==> src/rtl/sfifo_pkg.sv <==
package sfifo_pkg;
  // transmit: flag when level <= mark
  function automatic int unsigned tx_mark(logic [1:0] sel);
    return 4 * int'(sel);
  endfunction
  // receive: flag when level >= mark
  function automatic int unsigned rx_mark(logic [1:0] sel);
    return (sel == 2'd0) ? 1 : (2 << sel);
  endfunction
endpackage

==> src/rtl/sfifo_wr_pair.sv <==
module sfifo_wr_pair #(
  parameter int W = 24
) (
  input  logic         clk_i,
  input  logic         rst_ni,
  input  logic         wr_l_i,
  input  logic         wr_r_i,
  input  logic [W-1:0] data_i,
  input  logic         off_i,
  input  logic         autosync_i,
  input  logic         clear_i,
  output logic         commit_o,
  output logic [W-1:0] left_o,
  output logic         resync_o
);
  logic         hold_v_q, hold_v_d;
  logic [W-1:0] hold_q;
  logic         load;
  logic         l_go, r_go;

  assign l_go   = wr_l_i && !off_i && !clear_i;
  assign r_go   = wr_r_i && !wr_l_i && !off_i && !clear_i;
  assign left_o = hold_q;

  always_comb begin
    commit_o = 1'b0;
    resync_o = 1'b0;
    load     = 1'b0;
    hold_v_d = hold_v_q;
    if (l_go) begin
      if (!hold_v_q) begin
        load = 1'b1; hold_v_d = 1'b1;
      end else if (!autosync_i) begin
        commit_o = 1'b1; hold_v_d = 1'b0;
      end else begin
        load = 1'b1; resync_o = 1'b1;   // restart the pair
      end
    end else if (r_go) begin
      if (hold_v_q) begin
        commit_o = 1'b1; hold_v_d = 1'b0;
      end else if (!autosync_i) begin
        load = 1'b1; hold_v_d = 1'b1;   // right word lands in left slot
      end else begin
        resync_o = 1'b1;                // orphan right word dropped
      end
    end
  end

  always_ff @(posedge clk_i or negedge rst_ni) begin
    if (!rst_ni) begin
      hold_v_q <= 1'b0;
      hold_q   <= '0;
    end else begin
      hold_v_q <= clear_i ? 1'b0 : hold_v_d;
      if (load) hold_q <= data_i;
    end
  end
endmodule

==> src/rtl/sfifo_rd_align.sv <==
module sfifo_rd_align (
  input  logic clk_i,
  input  logic rst_ni,
  input  logic rd_l_i,
  input  logic rd_r_i,
  input  logic autosync_i,
  input  logic clear_i,
  input  logic empty_i,
  input  logic last_i,
  output logic pop_o,
  output logic skip_o,
  output logic slot_r_o,
  output logic valid_o,
  output logic underrun_o,
  output logic resync_o
);
  logic ph_q, ph_d;  // 1: right slot of head pair is next

  always_comb begin
    pop_o = 1'b0; skip_o = 1'b0; slot_r_o = 1'b0;
    valid_o = 1'b0; underrun_o = 1'b0; resync_o = 1'b0;
    ph_d = ph_q;
    if (!clear_i && (rd_l_i || rd_r_i)) begin
      if (empty_i) begin
        underrun_o = 1'b1;
      end else if (rd_l_i) begin
        if (!ph_q) begin
          valid_o = 1'b1; ph_d = 1'b1;
        end else if (!autosync_i) begin
          valid_o = 1'b1; slot_r_o = 1'b1; pop_o = 1'b1; ph_d = 1'b0;
        end else begin
          resync_o = 1'b1; pop_o = 1'b1;
          if (last_i) begin
            underrun_o = 1'b1; ph_d = 1'b0;
          end else begin
            valid_o = 1'b1; skip_o = 1'b1;
          end
        end
      end else begin
        if (ph_q) begin
          valid_o = 1'b1; slot_r_o = 1'b1; pop_o = 1'b1; ph_d = 1'b0;
        end else if (!autosync_i) begin
          valid_o = 1'b1; ph_d = 1'b1;
        end else begin
          resync_o = 1'b1; valid_o = 1'b1; slot_r_o = 1'b1; pop_o = 1'b1;
        end
      end
    end
  end

  always_ff @(posedge clk_i or negedge rst_ni) begin
    if (!rst_ni)      ph_q <= 1'b0;
    else if (clear_i) ph_q <= 1'b0;
    else              ph_q <= ph_d;
  end
endmodule

==> src/rtl/sfifo_mark.sv <==
module sfifo_mark #(
  parameter bit IS_TX = 1'b1,
  parameter int CW    = 5
) (
  input  logic [CW-1:0] level_i,
  input  logic [1:0]    sel_i,
  output logic          flag_o
);
  import sfifo_pkg::*;
  generate
    if (IS_TX) begin : g_tx
      assign flag_o = 32'(level_i) <= tx_mark(sel_i);
    end else begin : g_rx
      assign flag_o = 32'(level_i) >= rx_mark(sel_i);
    end
  endgenerate
endmodule

==> src/rtl/stereo_sample_fifo.sv <==
module stereo_sample_fifo #(
  parameter int W     = 24,
  parameter int DEPTH = 16,
  parameter bit IS_TX = 1'b1
) (
  input  logic         clk_i,
  input  logic         rst_ni,
  input  logic         wr_l_i,
  input  logic         wr_r_i,
  input  logic [W-1:0] wr_data_i,
  input  logic         rd_l_i,
  input  logic         rd_r_i,
  output logic [W-1:0] rd_data_o,
  input  logic [1:0]   wm_sel_i,
  input  logic         autosync_i,
  input  logic         zero_rd_i,
  input  logic         wr_off_i,
  input  logic         reset_one_i,
  input  logic         dma_en_i,
  output logic         wm_o,
  output logic         dma_req_o,
  output logic         resync_o,
  output logic         xrun_o
);
  localparam int AW = $clog2(DEPTH);
  localparam int CW = AW + 1;

  logic [W-1:0]  mem_l [DEPTH];
  logic [W-1:0]  mem_r [DEPTH];
  logic [AW-1:0] rp_q, wp_q, rd_idx;
  logic [CW-1:0] count_q;
  logic [W-1:0]  pair_l, word;
  logic commit, wr_resync;
  logic pop, skip, slot_r, rd_ok, underrun, rd_resync;
  logic full, push_ok, overrun;

  sfifo_wr_pair #(.W(W)) u_wr (
    .clk_i(clk_i), .rst_ni(rst_ni), .wr_l_i(wr_l_i), .wr_r_i(wr_r_i),
    .data_i(wr_data_i), .off_i(wr_off_i), .autosync_i(autosync_i),
    .clear_i(reset_one_i), .commit_o(commit), .left_o(pair_l),
    .resync_o(wr_resync)
  );

  sfifo_rd_align u_rd (
    .clk_i(clk_i), .rst_ni(rst_ni), .rd_l_i(rd_l_i), .rd_r_i(rd_r_i),
    .autosync_i(autosync_i), .clear_i(reset_one_i),
    .empty_i(count_q == '0), .last_i(count_q == CW'(1)),
    .pop_o(pop), .skip_o(skip), .slot_r_o(slot_r), .valid_o(rd_ok),
    .underrun_o(underrun), .resync_o(rd_resync)
  );

  sfifo_mark #(.IS_TX(IS_TX), .CW(CW)) u_mark (
    .level_i(count_q), .sel_i(wm_sel_i), .flag_o(wm_o)
  );

  assign dma_req_o = wm_o & dma_en_i;
  assign full      = count_q == CW'(DEPTH);
  assign push_ok   = commit && (!full || pop);
  assign overrun   = commit && full && !pop;
  assign rd_idx    = rp_q + AW'(skip);
  assign word      = slot_r ? mem_r[rd_idx] : mem_l[rd_idx];

  always_ff @(posedge clk_i or negedge rst_ni) begin
    if (!rst_ni) begin
      rp_q      <= '0;
      wp_q      <= '0;
      count_q   <= '0;
      rd_data_o <= '0;
      xrun_o    <= 1'b0;
      resync_o  <= 1'b0;
      for (int i = 0; i < DEPTH; i++) begin
        mem_l[i] <= '0;
        mem_r[i] <= '0;
      end
    end else begin
      xrun_o   <= overrun | underrun;
      resync_o <= wr_resync | rd_resync;
      if (rd_l_i || rd_r_i) rd_data_o <= (rd_ok && !zero_rd_i) ? word : '0;
      if (reset_one_i) begin
        wp_q    <= rp_q + AW'(1);  // keep only the head pair
        count_q <= CW'(1);
      end else begin
        rp_q    <= rp_q + AW'(pop);
        wp_q    <= wp_q + AW'(push_ok);
        count_q <= count_q + CW'(push_ok) - CW'(pop);
        if (push_ok) begin
          mem_l[wp_q] <= pair_l;
          mem_r[wp_q] <= wr_data_i;
        end
      end
    end
  end
endmodule

==> config.mk <==
export PLATFORM = sky130hd
export DESIGN_NAME = stereo_sample_fifo
export DESIGN_NICKNAME = d
export VERILOG_FILES = /design/src/rtl/sfifo_pkg.sv /design/src/rtl/sfifo_wr_pair.sv /design/src/rtl/sfifo_rd_align.sv /design/src/rtl/sfifo_mark.sv /design/src/rtl/stereo_sample_fifo.sv
export SDC_FILE = /design/constraint.sdc
export NUM_CORES = 1
export LEC_CHECK = 0
export BUFFER_PORTS_ARGS = -buffer_cell sky130_fd_sc_hd__buf_2
export CELL_PAD_IN_SITES_DETAIL_PLACEMENT = 1
export CELL_PAD_IN_SITES_GLOBAL_PLACEMENT = 1
export CORE_MARGIN = 3
export CORE_UTILIZATION = 55
export DETAILED_ROUTE_END_ITERATION = 16
export PLACE_DENSITY = 0.89
export RECOVER_POWER = 25
export SETUP_SLACK_MARGIN = 0.1
export SLEW_MARGIN = 20
export SYNTH_ARGS = -nofsm -noshare
export SYNTH_HDL_FRONTEND = slang
export SYNTH_HIERARCHICAL = 1
export SYNTH_SLANG_ARGS = --single-unit
==> constraint.sdc <==
create_clock -name clk_i -period 11.37 [get_ports clk_i]
set_input_delay 1.137 -clock clk_i [delete_from_list [all_inputs] [get_ports clk_i]]
set_output_delay 1.137 -clock clk_i [all_outputs]
set_load 0.03 [all_outputs]
# Word level (Yosys, flattened, before mapping)
# Cells that the tools add are included.
# W data, S select, Z words.
[totals]
ff_bits = 833
latch_bits = 0
mem_bits_rw = 0
mem_bits_ro = 0
input_bits = 37
output_inout_bits = 28
wordCells = 152
n_memories = 0
[op_classes]
addsub = 6
n_mul = 0
div_mod_pow = 0
n_lt_le_gt_ge = 4
n_eq_ne = 3
n_shift = 0
mux = 68
n_bitwise = 6
reduce_logical = 24
[op_table]
columns = ["operator", "n"]
rows = [
  ["$bwmux W384", 2],
  ["$bmux W24 S4", 2],
  ["$mux W24", 7],
  ["$demux W24 S4", 1],
  ["$mux W1", 54],
  ["$add A4 B1 Y4", 3],
  ["$logic_and A1 B1 Y1", 11],
  ["$ge A5 B5 Y1 const B", 2],
  ["$not A4 Y5", 2],
  ["$logic_not A1 Y1", 6],
  ["$add A5 B1 Y5", 1],
  ["$eq A5 B1 Y1 const B", 1],
  ["$eq A5 B5 Y1 const B", 1],
  ["$le A5 B4 Y1", 1],
  ["$logic_not A5 Y1", 1],
  ["$lt A5 B1 Y1 const B", 1],
  ["$mux W5", 1],
  ["$sub A5 B1 Y5", 1],
  ["$add A4 B1 Y4 const B", 1],
  ["$mux W4", 1],
  ["$reduce_and A2 Y1", 2],
  ["$reduce_bool A3 Y1", 1],
  ["$logic_or A1 B1 Y1", 2],
  ["$ne A2 B2 Y1 const B", 1],
  ["4 further kinds", 5],
]

# Logic depth before layout (Yosys ltp)
[depth]
ltp_word = 14
depth_mapped = 22
ltp_nobuf = 20

# Hierarchy
# Netlist, hierarchy kept.
[modules_own_cells]
columns = ["module", "n_inst", "cells_per_inst", "area_each_um2", "seq_area_each_um2"]
rows = [
  ["stereo_sample_fifo", 1, 2286, 37458.4, 20194.4],
  ["sfifo_wr_pair", 1, 65, 1004.7, 625.6],
  ["sfifo_rd_align", 1, 23, 161.4, 25.0],
  ["sfifo_mark", 1, 9, 61.3, 0.0],
]

# Worst setup path after synthesis
# Ideal clock, no wire load.
[synth_timing]
path_type = "input to register"
from = "in rd_l_i"
to = "reg count_q[4]"
setup_ns = 0.137
t_arrival_ns = 3.591
required_time_ns = 11.233
setup_slack_ns = 7.642
stages = 18
n_path_buf = 2
cell_sequence = "o21bai_1 -> or2_4 -> a21oi_1 -> or3b_1 -> and2_1 -> buf_6 -> buf_6 -> inv_1 -> ha_1 -> inv_1 -> ha_1 -> inv_1 -> fa_1 -> inv_1 -> a21oi_1 -> nor2_1 -> or3_1 -> a21oi_1"
[synth_via]
elab_chain_len = 8
[synth_lines]
columns = ["element", "line", "text"]
rows = [
  ["start, declared", "stereo_sample_fifo.sv:11", "input logic rd_l_i,"],
  ["$mux W1 or $logic_or A1 B1 Y1 (tied branches)", "sfifo_rd_align.sv:26, sfifo_rd_align.sv:23", ""],
  ["$mux W1 or $logic_and A1 B1 Y1 (tied branches)", "sfifo_rd_align.sv:24, sfifo_rd_align.sv:23", ""],
  ["$mux W1 (*)", "sfifo_rd_align.sv:23", "if (!clear_i && (rd_l_i || rd_r_i)) begin"],
  ["named net pop", "stereo_sample_fifo.sv:34", "logic pop, skip, slot_r, rd_ok, underrun, rd_resync;"],
  ["$logic_or A1 B1 Y1", "stereo_sample_fifo.sv:58", "assign push_ok = commit && (!full || pop);"],
  ["$logic_and A1 B1 Y1", "stereo_sample_fifo.sv:58", ""],
  ["$add A5 B1 Y5", "stereo_sample_fifo.sv:85", "count_q <= count_q + CW'(push_ok) - CW'(pop);"],
  ["$sub A5 B1 Y5 (*)", "stereo_sample_fifo.sv:85", ""],
  ["$mux W5 (*)", "stereo_sample_fifo.sv:79", "if (reset_one_i) begin"],
  ["end signal, assigned", "stereo_sample_fifo.sv:85", ""],
  ["end, declared", "stereo_sample_fifo.sv:31", "logic [CW-1:0] count_q;"],
]
# Mark *: on every way through the listed nets, which the timed path passes. The rest lies on a longest branch.
# A chain may end at the register's enable or synchronous reset.

==> flow_summary.toml <==
[outcome]
outcome = "finished, violations left"
violations = "max-capacitance violations, max-slew violations"

[synth]
synth_edf_count = 0
synthXorXnorAreaFrac_pct = 0.317
synthAdderAreaFrac_pct = 0.537
synth_top_family_by_area = "multiplexers"
ys_types = 48
synth_fp_nets = 2436
synth_ff_type = "dfrtp_1"
synth_mux_area_share_pct = 37.7
syn_area_um2 = 38700
syn_area_per_cell_um2 = 16.2
yosys.area_share.simple_pct = 2.05
ys_ff_latch = 833
synth_top_cells_by_area = "dfrtp_1 (54%), mux2_2 (18%), mux4_2 (11%)"
synth.largest_area_cell = "dfrtp_1"
synth_cells = 2383
netlist.area_leader.share_pct = 53.9
synth-compound-area-share_pct = 1.76
ys_seq_area_share_pct = 53.9
ys_warn_count = 6
async_reset_ff_share_pct = 100

[power]
finalPower_mw = 8.32
p_sw_mw = 2.49
internal-power_mw = 5.83
powerDensity_nw_per_um2 = 197
power.leakage_nw = 20.9
switching_share_pct = 29.9
clkPwrFrac_pct = 36.7
vdd_ir_drop_max_mv = 0.237
seqPwrFrac_pct = 42.5
pwr-share-comb_pct = 20.9

[finish]
register_area_um2 = 20800
layout_common_cells = "dfrtp_1 (833), mux2_2 (633), mux4_2 (192)"
drive_gt1_share_pct = 50.5
syn_to_final_growth_pct = 9.44
finalNonFillerCells = 3374
nFillCells = 6024
postLayoutCoreUtil_pct = 61.2
design_area_um2 = 42300
final_nets = 2422
multi_input_area_um2 = 16600
final_common_cell = "dfrtp_1"

[global_route]
first_global_vias = 25700
grt_max_degree = 182
grt_overflow = 0
grt_pass1_wl_um = 170000
antenna_found_initial = 10
track_usage_pct = 30.9

[placed_design]
io_buffer_count = 64
routabilityCongestion = 0.762
dpl_worst_slack_ps = 6140
place_inst = 3209
dp_hpwl_um = 57500
dpl-instance-area_um2 = 39300

[clock_network]
clk_pin_slew_ps = 60
clock_latency_ps = 660
htree_num_levels = 3
cts_max_path_buffers = 3
clock_sinks = 833
hold_buffers = 0
tritoncts = "built"
cts_made_buffers = 88
cts_setup_buffers = 0
cts_root_buf = "clkbuf_16"
post_cts_resized = 0

[setup_path]
critical_path.max_fanout = 179
critPathLaunchType = "input pin"
rrSetupSlack_ps = 6060
criticalPathCategory = "in -> async"
crit_required_ps = 11980
cp-end-kind = "async pin"
cp.arrival_ps = 6690

[sta]
post-route-period-util_pct = 53.5
final_hold_viol_count = 0
grt_setup_unrepaired = "false"
tightest_slew_ps = 4820
drv_slew = 113
tns_ps = 0
period_needed_ps = 6090
fmax_mhz = 164
setup_viol = 0
relSlewSlack_pct = -221
fin_ws_ps = 5280
whs_ps = 492
final.setup_skew_ps = 27.5

[floorplan]
rows = 96
ioPinCount = 65
dieArea_um2 = 73600
die_y_um = 271
coreArea_um2 = 69200
fp.dieW_um = 271
start_util_pct = 55.9

[detailed_routing]
drtIter0Drc = 1868
wl_um = 111000
route.detailed.drc = 0
vias = 22200
routedWlPerCell_um = 33.0
vias_per_cell = 6.58
ant_nets = 0
first_pass_iters = 5

[job]
maxCapViolCount = 2

[worst_hold_path]
hp-class = "reg -> reg"
[final timing paths]
kind / depth (start not counted) / from / to
worst max-delay path: 3 / rst_ni / mem_r[64]
worst min-delay path: 1 / rd_data_o[12] / rd_data_o[12]
worst max register to register: 14 / count_q[3] / rd_data_o[18]
worst min register to register: 1 / rd_data_o[12] / rd_data_o[12]
max in group clk_i: 14 / count_q[3] / rd_data_o[18]
min in group asynchronous: 1 / rst_ni / mem_l[89]
[cell type report]
| cell class | instances | share of cell area (%) |
|---|---|---|
| flip-flops and latches | 833 | 49.2 |
| clock buffers | 126 | 6.23 |
| diodes | 6 | 0.0355 |
| multi-input cells | 1331 | 39.2 |
| clock inverters | 32 | 0.910 |
| well taps | 931 | 2.75 |
| repair buffers | 99 | 1.47 |
| inverters | 16 | 0.142 |
[cell usage after synthesis (23+ instances only)]
cell and number:
clkbuf_1 80, and3_1 24, mux2i_1 71, a211o_1 23, mux2_2 635, mux2_4 160
mux4_2 192, o22ai_1 23, buf_2 51, buf_4 24, a211oi_1 23, nand2_1 59
dfrtp_1 833, buf_6 28
[layer usage]
layer / GRT usage [%] / wire length [µm]
met1: 39.7 / 44500
met2: 51.9 / 56500
met3: 7.20 / 7490
met4: 11.1 / 2920
met5: 0 / 39
[state kept, by name (all words and copies together), names as in the netlist]
signal / cells
rp_q: 4
xrun_o: 1
u_rd/ph_q: 1
count_q: 5
u_wr/left_o: 24
mem_l: 384
rd_data_o: 24
u_wr/hold_v_q: 1
wp_q: 4
resync_o: 1
mem_r: 384
[power groups by stage]
stage / Sequential [mW] / Clock (mW) / Combinational (mW)
2_1_floorplan: 3.42 / 0 / 1.29
3_3_place_gp: 3.50 / 0 / 1.63
3_5_place_dp: 3.56 / 0 / 1.70
4_1_cts: 3.53 / 3.08 / 1.74
5_1_grt: 3.57 / 3.23 / 1.84
6_report: 3.53 / 3.05 / 1.74
[critical path: stages]
cell and delay [ps]:
clkbuf_1 3300, buf_4 1200, buf_12 700
[kinds of logic after synthesis]
kind of cell,count (synthesis)
flip-flops,833
multiplexers,1058
buffers and inverters,219
AO/OA/AOI/OAI,94
AND/OR/NAND/NOR,149
adder cells (fa/ha/maj),16
XOR/XNOR,14
Note: power is estimated with default switching activity, not from simulation.
